$ cat src/rtl/mm_pkg.sv
package mm_pkg;

  typedef enum logic [2:0] {
    ST_IDLE,
    ST_LOAD,
    ST_COMP,
    ST_STORE,
    ST_DONE,
    ST_OUT
  } mm_state_e;

  // index width, at least one bit
  function automatic int unsigned idx_w(input int unsigned n);
    return (n > 1) ? $clog2(n) : 1;
  endfunction

endpackage

$ cat src/rtl/mm_cell.sv
module mm_cell #(
  parameter int unsigned DATA_W = 16,
  parameter int unsigned ACC_W  = 40
) (
  input  logic                     clk_i,
  input  logic                     rst_ni,
  input  logic                     clr_i,
  input  logic                     en_i,
  input  logic signed [DATA_W-1:0] a_i,
  input  logic signed [DATA_W-1:0] b_i,
  output logic signed [ACC_W-1:0]  acc_o
);

  logic signed [2*DATA_W-1:0] prod;
  assign prod = a_i * b_i;

  always_ff @(posedge clk_i or negedge rst_ni) begin
    if (!rst_ni)    acc_o <= '0;
    else if (clr_i) acc_o <= '0;
    else if (en_i)  acc_o <= acc_o + ACC_W'(prod);
  end

endmodule

$ cat src/rtl/mm_chain.sv
module mm_chain #(
  parameter int unsigned NUM = 4,
  parameter int unsigned W   = 16
) (
  input  logic                  clk_i,
  input  logic                  rst_ni,
  input  logic                  clr_i,
  input  logic                  en_i,
  input  logic [W-1:0]          feed_i,
  output logic [NUM-1:0][W-1:0] tap_o
);

  assign tap_o[0] = feed_i;

  for (genvar r = 1; r < NUM; r++) begin : g_stg
    logic [W-1:0] q_q;
    always_ff @(posedge clk_i or negedge rst_ni) begin
      if (!rst_ni)    q_q <= '0;
      else if (clr_i) q_q <= '0;
      else if (en_i)  q_q <= tap_o[r-1];
    end
    assign tap_o[r] = q_q;
  end

endmodule

$ cat src/rtl/mm_array.sv
module mm_array
  import mm_pkg::*;
#(
  parameter int unsigned N_ROWS  = 4,
  parameter int unsigned K_INNER = 4,
  parameter int unsigned M_COLS  = 4,
  parameter int unsigned DATA_W  = 16,
  parameter int unsigned ACC_W   = 40
) (
  input  logic                     clk_i,
  input  logic                     rst_ni,
  input  logic                     start_i,
  input  logic                     in_valid_i,
  input  logic signed [DATA_W-1:0] in_data_i,
  output logic                     done_o,
  output logic                     out_valid_o,
  output logic signed [ACC_W-1:0]  out_data_o
);

  localparam int unsigned A_SZ  = N_ROWS * K_INNER;
  localparam int unsigned B_SZ  = K_INNER * M_COLS;
  localparam int unsigned C_SZ  = N_ROWS * M_COLS;
  localparam int unsigned LD_SZ = A_SZ + B_SZ;
  localparam int unsigned PASS  = K_INNER + N_ROWS - 1;
  localparam int unsigned LD_W  = idx_w(LD_SZ);
  localparam int unsigned A_IW  = idx_w(A_SZ);
  localparam int unsigned B_IW  = idx_w(B_SZ);
  localparam int unsigned C_IW  = idx_w(C_SZ);
  localparam int unsigned T_W   = idx_w(PASS);
  localparam int unsigned COL_W = idx_w(M_COLS);

  mm_state_e         st_q;
  logic [LD_W-1:0]   ld_q;
  logic [T_W-1:0]    t_q;
  logic [COL_W-1:0]  col_q;
  logic [C_IW-1:0]   oc_q;

  logic signed [DATA_W-1:0] a_q [A_SZ];
  logic signed [DATA_W-1:0] b_q [B_SZ];
  logic signed [ACC_W-1:0]  c_q [C_SZ];
  logic signed [ACC_W-1:0]  acc_w [N_ROWS];

  logic                           clr, en;
  logic signed [DATA_W-1:0]       feed;
  logic [N_ROWS-1:0][DATA_W-1:0]  tap;

  assign clr = start_i || (st_q == ST_STORE);
  assign en  = !start_i && (st_q == ST_COMP);

  always_ff @(posedge clk_i or negedge rst_ni) begin
    if (!rst_ni) begin
      st_q  <= ST_IDLE;
      ld_q  <= '0;
      t_q   <= '0;
      col_q <= '0;
      oc_q  <= '0;
    end else if (start_i) begin
      st_q <= ST_LOAD;
      ld_q <= '0;
    end else begin
      unique case (st_q)
        ST_LOAD: if (in_valid_i) begin
          ld_q <= ld_q + 1'b1;
          if (ld_q == LD_W'(LD_SZ - 1)) begin
            st_q  <= ST_COMP;
            t_q   <= '0;
            col_q <= '0;
          end
        end
        ST_COMP: begin
          t_q <= t_q + 1'b1;
          if (t_q == T_W'(PASS - 1)) st_q <= ST_STORE;
        end
        ST_STORE: begin
          t_q <= '0;
          if (col_q == COL_W'(M_COLS - 1)) st_q <= ST_DONE;
          else begin
            col_q <= col_q + 1'b1;
            st_q  <= ST_COMP;
          end
        end
        ST_DONE: begin
          st_q <= ST_OUT;
          oc_q <= '0;
        end
        ST_OUT: begin
          oc_q <= oc_q + 1'b1;
          if (oc_q == C_IW'(C_SZ - 1)) st_q <= ST_IDLE;
        end
        default: ;
      endcase
    end
  end

  // operand store, A block first then B block
  always_ff @(posedge clk_i) begin
    if (st_q == ST_LOAD && in_valid_i && !start_i) begin
      if (int'(ld_q) < int'(A_SZ)) a_q[A_IW'(ld_q)] <= in_data_i;
      else b_q[B_IW'(int'(ld_q) - int'(A_SZ))] <= in_data_i;
    end
  end

  // column element entering the chain; zero once the column is exhausted
  always_comb begin
    feed = '0;
    if (int'(t_q) < int'(K_INNER))
      feed = b_q[B_IW'(int'(t_q) * int'(M_COLS) + int'(col_q))];
  end

  mm_chain #(
    .NUM (N_ROWS),
    .W   (DATA_W)
  ) u_chain (
    .clk_i  (clk_i),
    .rst_ni (rst_ni),
    .clr_i  (clr),
    .en_i   (en),
    .feed_i (feed),
    .tap_o  (tap)
  );

  for (genvar r = 0; r < N_ROWS; r++) begin : g_cell
    logic signed [DATA_W-1:0] a_sel;
    // cell r pairs chain stage r with A[r][t-r]
    always_comb begin
      a_sel = '0;
      if (int'(t_q) >= r && int'(t_q) - r < int'(K_INNER))
        a_sel = a_q[A_IW'(r * int'(K_INNER) + int'(t_q) - r)];
    end
    mm_cell #(
      .DATA_W (DATA_W),
      .ACC_W  (ACC_W)
    ) u_cell (
      .clk_i  (clk_i),
      .rst_ni (rst_ni),
      .clr_i  (clr),
      .en_i   (en),
      .a_i    (a_sel),
      .b_i    (tap[r]),
      .acc_o  (acc_w[r])
    );
  end

  always_ff @(posedge clk_i) begin
    if (st_q == ST_STORE && !start_i) begin
      for (int r = 0; r < int'(N_ROWS); r++)
        c_q[C_IW'(r * int'(M_COLS) + int'(col_q))] <= acc_w[r];
    end
  end

  assign done_o      = (st_q == ST_DONE);
  assign out_valid_o = (st_q == ST_OUT);
  assign out_data_o  = out_valid_o ? c_q[oc_q] : '0;

endmodule

$ cat config.mk
export PLATFORM = sky130hd
export DESIGN_NAME = mm_array
export DESIGN_NICKNAME = d
export VERILOG_FILES = /design/src/rtl/mm_pkg.sv /design/src/rtl/mm_cell.sv /design/src/rtl/mm_chain.sv /design/src/rtl/mm_array.sv
export SDC_FILE = /design/constraint.sdc
export NUM_CORES = 2
export LEC_CHECK = 0
export ABC_CLOCK_PERIOD_IN_PS = 8600
export CAP_MARGIN = 25
export CORE_MARGIN = 1.5
export CORE_UTILIZATION = 50
export DETAILED_ROUTE_END_ITERATION = 8
export GPL_TIMING_DRIVEN = 0
export PLACE_DENSITY = 0.68
export SLEW_MARGIN = 40
export SYNTH_ARGS = -nofsm -noshare
export SYNTH_HDL_FRONTEND = slang
export SYNTH_SLANG_ARGS = --single-unit
$ cat constraint.sdc
create_clock -name clk_i -period 8.6 [get_ports clk_i]
set_input_delay 1.72 -clock clk_i [delete_from_list [all_inputs] [get_ports clk_i]]
set_output_delay 1.72 -clock clk_i [all_outputs]
set_load 0.01 [all_outputs]
======== After elaboration in Yosys (flattened, before gate mapping) ========
Memories as Yosys holds them, arrays and structs flattened.
Cells that the tools add are included.
operators by class
  order comparisons ....................... 8
  multipliers ............................. 4
  bitwise operators ....................... 1
  reductions and logical operators ........ 21
  muxes and demuxes ....................... 46
  equal/unequal tests ..................... 16
  add/subtract/negate cells ............... 22
operators by type and width
  operator                                                                              number
  40-bit 2-to-1 mux                                                                     9
  16-bit 2-to-1 mux                                                                     11
  40-bit by 32-bit adder with 40-bit output                                             4
  16-bit by 16-bit multiplier with 32-bit output                                        4
  3-bit 2-to-1 mux                                                                      8
  5-bit 2-to-1 mux                                                                      3
  3-bit case mux with 5 select lines                                                    1
  4-bit < comparator (second input constant)                                            3
  5-bit AND reduction                                                                   2
  2-bit nonzero test                                                                    5
  3-bit == test (second input constant)                                                 3
  3-bit case mux with 3 select lines                                                    1
  4-bit by 2-bit adder with 4-bit output (first input constant)                         2
  4-bit by 3-bit adder with 4-bit output (first input constant)                         2
  1-bit 2-to-1 mux                                                                      8
  4-bit case mux with 2 select lines                                                    1
  3-bit by 2-bit subtractor with 4-bit output (second input constant)                   2
  4-bit by 1-bit subtractor with 4-bit output (second input constant)                   2
  4-bit by 2-bit subtractor with 4-bit output (second input constant)                   2
  1-bit logical AND                                                                     7
  3-bit by 2-bit == test with 1-bit output (second input constant)                      2
  3-bit by 2-bit greater-or-equal comparator with 1-bit output (second input constant)  2
  2-bit 2-to-1 mux                                                                      3
  2-bit inequality test (second input constant)                                         3
  25 further kinds                                                                      28
word-level totals
  output and inout port bits .............. 42
  logic and storage cells ................. 133
  RAM bits ................................ 1152
  memories kept ........................... 3
  bits of input ports ..................... 20
  register bits after elaboration ......... 225
memory list
  memory  depth  width  read ports  clocked after memory_dff  write ports  RTL line        text
  c_q     16     40     1           0                         4            mm_array.sv:40  logic signed [ACC_W-1:0] c_q [C_SZ];
  a_q     16     16     4           0                         1            mm_array.sv:38  logic signed [DATA_W-1:0] a_q [A_SZ];
  b_q     16     16     1           0                         1            mm_array.sv:39  logic signed [DATA_W-1:0] b_q [B_SZ];

======== Depth between registers and ports, before layout ========
  depth after elaboration ................. 8
  depth in mapped cells ................... 37
  gate-level depth less buffers ........... 30

======== Cells and area by module ========
A second synthesis with hierarchy kept.
second synthesis, totals
  cell total of the unflattened synthesis .. 8617
  area, all modules ....................... 106322.0 um^2
by module, submodules not included
  module                           sequential area each (um^2)  instances  cells each  area an instance (um^2)
  mm_array                         35018.6                      1          2370        48012.3
  mm_cell at g_cell[0].u_cell ...  1001.0                       2          1524        14037.2
  mm_cell at g_cell[3].u_cell      1001.0                       1          1523        14077.3
  mm_cell at g_cell[2].u_cell      1001.0                       1          1505        14068.5
  mm_chain                         1201.2                       1          171         2089.5

======== Worst setup path before layout ========
OpenSTA, ideal clock, no wires.
  kind .................................... register to register
  start point ............................. reg t_q[1]
  end point ............................... reg g_cell[1].u_cell.acc_o[31]
  required time ........................... 8.471 ns
  buffers on the path ..................... 6
  cell stages (with the launch flop) ...... 34
  clock period less this slack ............ 8.648 ns
  data arrival time ....................... 8.520 ns
  setup time .............................. 0.129 ns
  slack ................................... -0.048 ns
  path through ............................ dfrtp_1 > inv_1 > clkbuf_1 > buf_1 > ha_1 > buf_2 > buf_2 > mux4_2 > mux4_2 > and2b_1 > clkbuf_1 > nand2_1 > fa_1 > inv_1 > fa_1 > inv_1 > fa_1 > inv_1 > fa_1 > fa_1 > inv_1 > fa_1 > inv_1 > ha_1 > clkbuf_1 > a21o_1 > a21o_1 > a21o_1 > a221o_1 > a21o_1 > a221o_1 > a21oi_1 > xor2_1 > o21ai_1
on the way
  word-level cells in the longest chain between the ends .. 8
  elaborated cells on any way between the ends .. 12
  classes of those cells .................. add/sub: 4; mul: 1; order compare: 2; mux: 3; reduce/logical: 1; memory: 1
ends and longest elaborated chain
  element                                                                                                       RTL line                          text
  start: declaration                                                                                            mm_array.sv:34                    logic [T_W-1:0] t_q;
  start signal: assignment                                                                                      mm_array.sv:71                    t_q <= t_q + 1'b1;
  3-bit by 3-bit adder with 4-bit output / 3-bit by 1-bit subtractor with 4-bit output (equally long branches)  mm_array.sv:128, mm_array.sv:127
  4-bit by 1-bit subtractor with 4-bit output / 4-bit < comparator (equally long branches)                      mm_array.sv:128, mm_array.sv:127
  memory read 16 x 16 bit / 1-bit logical AND (equally long branches)                                           -
  16-bit 2-to-1 mux (*)                                                                                         mm_array.sv:127                   if (int'(t_q) >= r && int'(t_q) - r < int'(K_INNER))
  16-bit by 16-bit multiplier with 32-bit output (*)                                                            mm_cell.sv:15                     assign prod = a_i * b_i;
  40-bit by 32-bit adder with 40-bit output (*)                                                                 mm_cell.sv:20                     else if (en_i) acc_o <= acc_o + ACC_W'(prod);
  40-bit 2-to-1 mux (*)                                                                                         mm_cell.sv:20
  40-bit 2-to-1 mux (*)                                                                                         mm_cell.sv:19                     else if (clr_i) acc_o <= '0;
  end signal: assignment                                                                                        mm_cell.sv:20
  end: declaration                                                                                              mm_cell.sv:11                     output logic signed [ACC_W-1:0] acc_o
Mark *: on every way between the ends. The rest lies on a longest branch, timed or not. The select of a mux whose other input is x is not followed.
A chain may end at the register's enable or synchronous reset.

======== Final worst setup path ========
  start point ............................. reg t_q[1]
  end point ............................... reg g_cell[1].u_cell.acc_o[39]
The elaborated chain is that of the path after synthesis.

==> flow_metrics.py <==
metrics = {
    "detailed_routing": {
        "ant_nets": 0,
        "vias": 68000,
        "first_iter_violations": 7736,
        "first_pass_iters": 6,
        "via_per_inst": 5.86,
        "drc": 0,
        "wire_per_inst_um": 27.3,
        "wl_mm": 316,
    },
    "synthesis": {
        "syn-num-nets": 10100,
        "synth_edf_count": 1152,
        "synth_cell_type_count": 80,
        "synthCells": 8229,
        "ys_seq_elements": 1377,
        "yosysSeqAreaShare_pct": 38.6,
        "syn_area_per_cell_um2": 12.7,
        "yosys_most_used_dff": "edfxtp_1",
        "syn_area_um2": 104000,
        "synthArstFlopShare_pct": 16.3,
        "yosysWarnings": 0,
    },
    "worst_hold_path": {
        "hp-class": "reg2reg",
    },
    "cells_and_area": {
        "layout_commonest_cell": "inv_1",
        "nets": 10500,
        "fin_cells": 11600,
        "drive_gt1_share_pct": 17.1,
        "final_cell_mix": "inv_1, fa_1, edfxtp_1",
        "area_delta_synth_final_pct": 13.9,
    },
    "place": {
        "placedCellCount": 11100,
        "hpwl_mm": 243,
        "io_buffers": 60,
        "gp_congestion": 0.983,
    },
    "setup_path": {
        "r2r_start": "t_q[1]",
        "crit_end": "g_cell[1].u_cell.acc_o[39]",
        "end_kind": "register",
        "rr_endpoint": "g_cell[1].u_cell.acc_o[39]",
        "cp_max_fo": 9,
        "r2r_slack_ns": -0.13,
        "cp_data_required_time_ns": 9.26,
        "ff2ff_path_depth": 33,
        "critPathKind": "reg2reg",
        "worst-path-buf-inv": 12,
        "crit_path_start": "t_q[1]",
        "cp_data_arrival_time_ns": 9.39,
        "cpLargestDelayFamily": "adder cells",
        "slowest_stage": "mux4_2",
        "cp_num_cells": 33,
        "crit_path_start_kind": "register",
        "critical-path-max-stage-delay_ns": 0.54,
    },
    "sta": {
        "max_freq_ghz": 0.115,
        "timing.final.ws_setup_ns": -0.132,
        "worstMarginPinSlew_ns": 0.938,
        "fin_crit_sh_pct": 102,
        "drv_slew": 0,
        "rsz0062_at_grt": "yes",
        "hold_viol": 0,
        "timing.hold.ws_ns": 0.550,
        "fin_tns_setup_ns": -0.338,
        "final-setup-viol-count": 5,
        "relSlewSlack_pct": 37.1,
        "post-route-min-period_ns": 8.73,
        "fin_worst_skew_ns": 0.0617,
    },
    "floorplanning": {
        "rows": 167,
        "die_x_um": 459,
        "core_um2": 207000,
        "initial_core_util_pct": 50.3,
        "fp.dieH_um": 459,
        "ios": 62,
        "dieArea_um2": 211000,
    },
    "status": {
        "violations": "negative setup slack",
        "status": "complete, but fails checks",
    },
    "run": {
        "cap_viol_max_count": 0,
    },
    "clocking": {
        "cts_buffer_depth": 3,
        "clock_sink_count": 1377,
        "clock_latency_ns": 0.81,
        "ctsRootBufferMaster": "clkbuf_16",
        "tritoncts": "yes",
        "holdBufCountCts": 0,
        "ctsHtreeMaxLevel": 4,
        "clk_pin_slew_ns": 0.07,
        "cts_made_buffers": 141,
    },
    "grt": {
        "grt_pass1_wl_mm": 466,
        "grt_pass1_vias": 70500,
        "gr-total-overflow": 0,
        "grt.total_usage_pct": 30.2,
        "grt_max_degree": 61,
        "antenna_found_initial": 23,
    },
}
-- through the flow --
| step | instance area, µm² | setup WS [ns] | utilization (%) |
|---|---|---|---|
| 6_report | 119000 | -0.132 | 57.3 |
| 5_1_grt | 119000 | -0.276 | 57.3 |
| 3_5_place_dp | 110000 | -2.57 | 53.0 |
| 4_1_cts | 117000 | -0.0560 | 56.3 |
| 2_1_floorplan | 104000 | 0.0126 | - |
| 3_3_place_gp | 108000 | -5.25 | 52.3 |
-- logic make-up (layout without fill, tap and decap cells) --
| group | count (synthesis) | count (layout) | synth area share [%] |
|---|---|---|---|
| AOI/OAI and AO/OA | 777 | 777 | 4.99 |
| DFF | 1377 | 1377 | 38.6 |
| other | 0 | 6 | 0 |
| and+or+nand+nor | 1722 | 1722 | 7.89 |
| xor gates and xnor gates | 157 | 157 | 1.33 |
| muxes | 489 | 489 | 9.01 |
| adders and majority gates | 1802 | 1802 | 31.2 |
| buffers and inverters | 1905 | 2477 | 7.00 |
-- sequential cells by signal, indices dropped and copies added, names as in the netlist --
register             cells
b_q                    256
u_chain.g_stg.q_q       48
t_q                      3
a_q                    256
oc_q                     4
col_q                    2
st_q                     3
g_cell.u_cell.acc_o    160
c_q                    640
ld_q                     5
-- tightest hold or removal path, stage by stage, from the launching register on --
cell and delay, ns:
dfrtp_1 0.39, nand2_1 0.06, o21ai_0 0.07
-- how the worst min path moves through the flow --
| stage | endpoint | from | cells after the start |
|---|---|---|---|
| after CTS | u_chain.g_stg[1].q_q[15] | u_chain.g_stg[1].q_q[15] | 2 |
| after global routing | u_chain.g_stg[1].q_q[15] | u_chain.g_stg[1].q_q[15] | 2 |
| after global placement | u_chain.g_stg[1].q_q[15] | u_chain.g_stg[1].q_q[15] | 2 |
| after detailed placement | u_chain.g_stg[1].q_q[15] | u_chain.g_stg[1].q_q[15] | 2 |
| final | u_chain.g_stg[1].q_q[15] | u_chain.g_stg[1].q_q[15] | 2 |
| after floorplan | u_chain.g_stg[3].q_q[15] | u_chain.g_stg[3].q_q[15] | 2 |
-- final cells by class --
type,instances,area (µm²)
fill,16600,88400
multi-input combinational,4947,58600
sequential,1377,40200
inverter,1549,5840
clock buffer,177,3750
timing repair buffer,349,3700
tap,2788,3490
buffer,322,2100
clock inverter,80,943
antenna,6,15.0
-- Yosys cell counts, drive strengths merged (16+ instances only) --
| library cell | instances | area [µm²] |
|---|---|---|
| and3 | 199 | 1240 |
| o21ai | 244 | 1220 |
| xnor2 | 87 | 769 |
| clkbuf | 242 | 908 |
| nor2b | 39 | 244 |
| a22o | 67 | 587 |
| dfrtp | 225 | 5630 |
| xor2 | 70 | 613 |
| edfxtp | 1152 | 34600 |
| fa | 1321 | 26400 |
| o211ai | 25 | 188 |
| nor3 | 23 | 115 |
| nor2 | 271 | 1020 |
| o22ai | 18 | 113 |
| o21a | 16 | 120 |
| mux2i | 100 | 1000 |
| nand3 | 36 | 180 |
| a221oi | 20 | 244 |
| mux2 | 34 | 383 |
| nand2 | 741 | 2780 |
| nand2b | 32 | 200 |
| ha | 481 | 6020 |
| a211oi | 42 | 385 |
| buf | 114 | 571 |
| a21oi | 159 | 818 |
| inv | 1547 | 5810 |
| a21o | 75 | 563 |
| mux4 | 355 | 8000 |
| a31oi | 19 | 119 |
| and2 | 314 | 1960 |
| o21bai | 19 | 143 |
-- metal layers --
| layer | track usage (%) | vias to the layer above | wire [µm] |
|---|---|---|---|
| li1 | - | 28300 | - |
| met1 | 42.4 | 35400 | 125000 |
| met2 | 46.3 | 3636 | 143000 |
| met3 | 6.10 | 642 | 31800 |
| met4 | 12.6 | 12 | 16000 |
| met5 | 0 | - | 82 |
-- what timing repair did --
action	in CTS	in global routing
cloned	2	4
pin swaps	54	125
buffers inserted	90	124
endpoints found under the setup margin	116	81
gates resized for setup	372	350
Power is not shown: default switching activity piles up to over one toggle a cycle in this logic, so the estimate is an artifact.
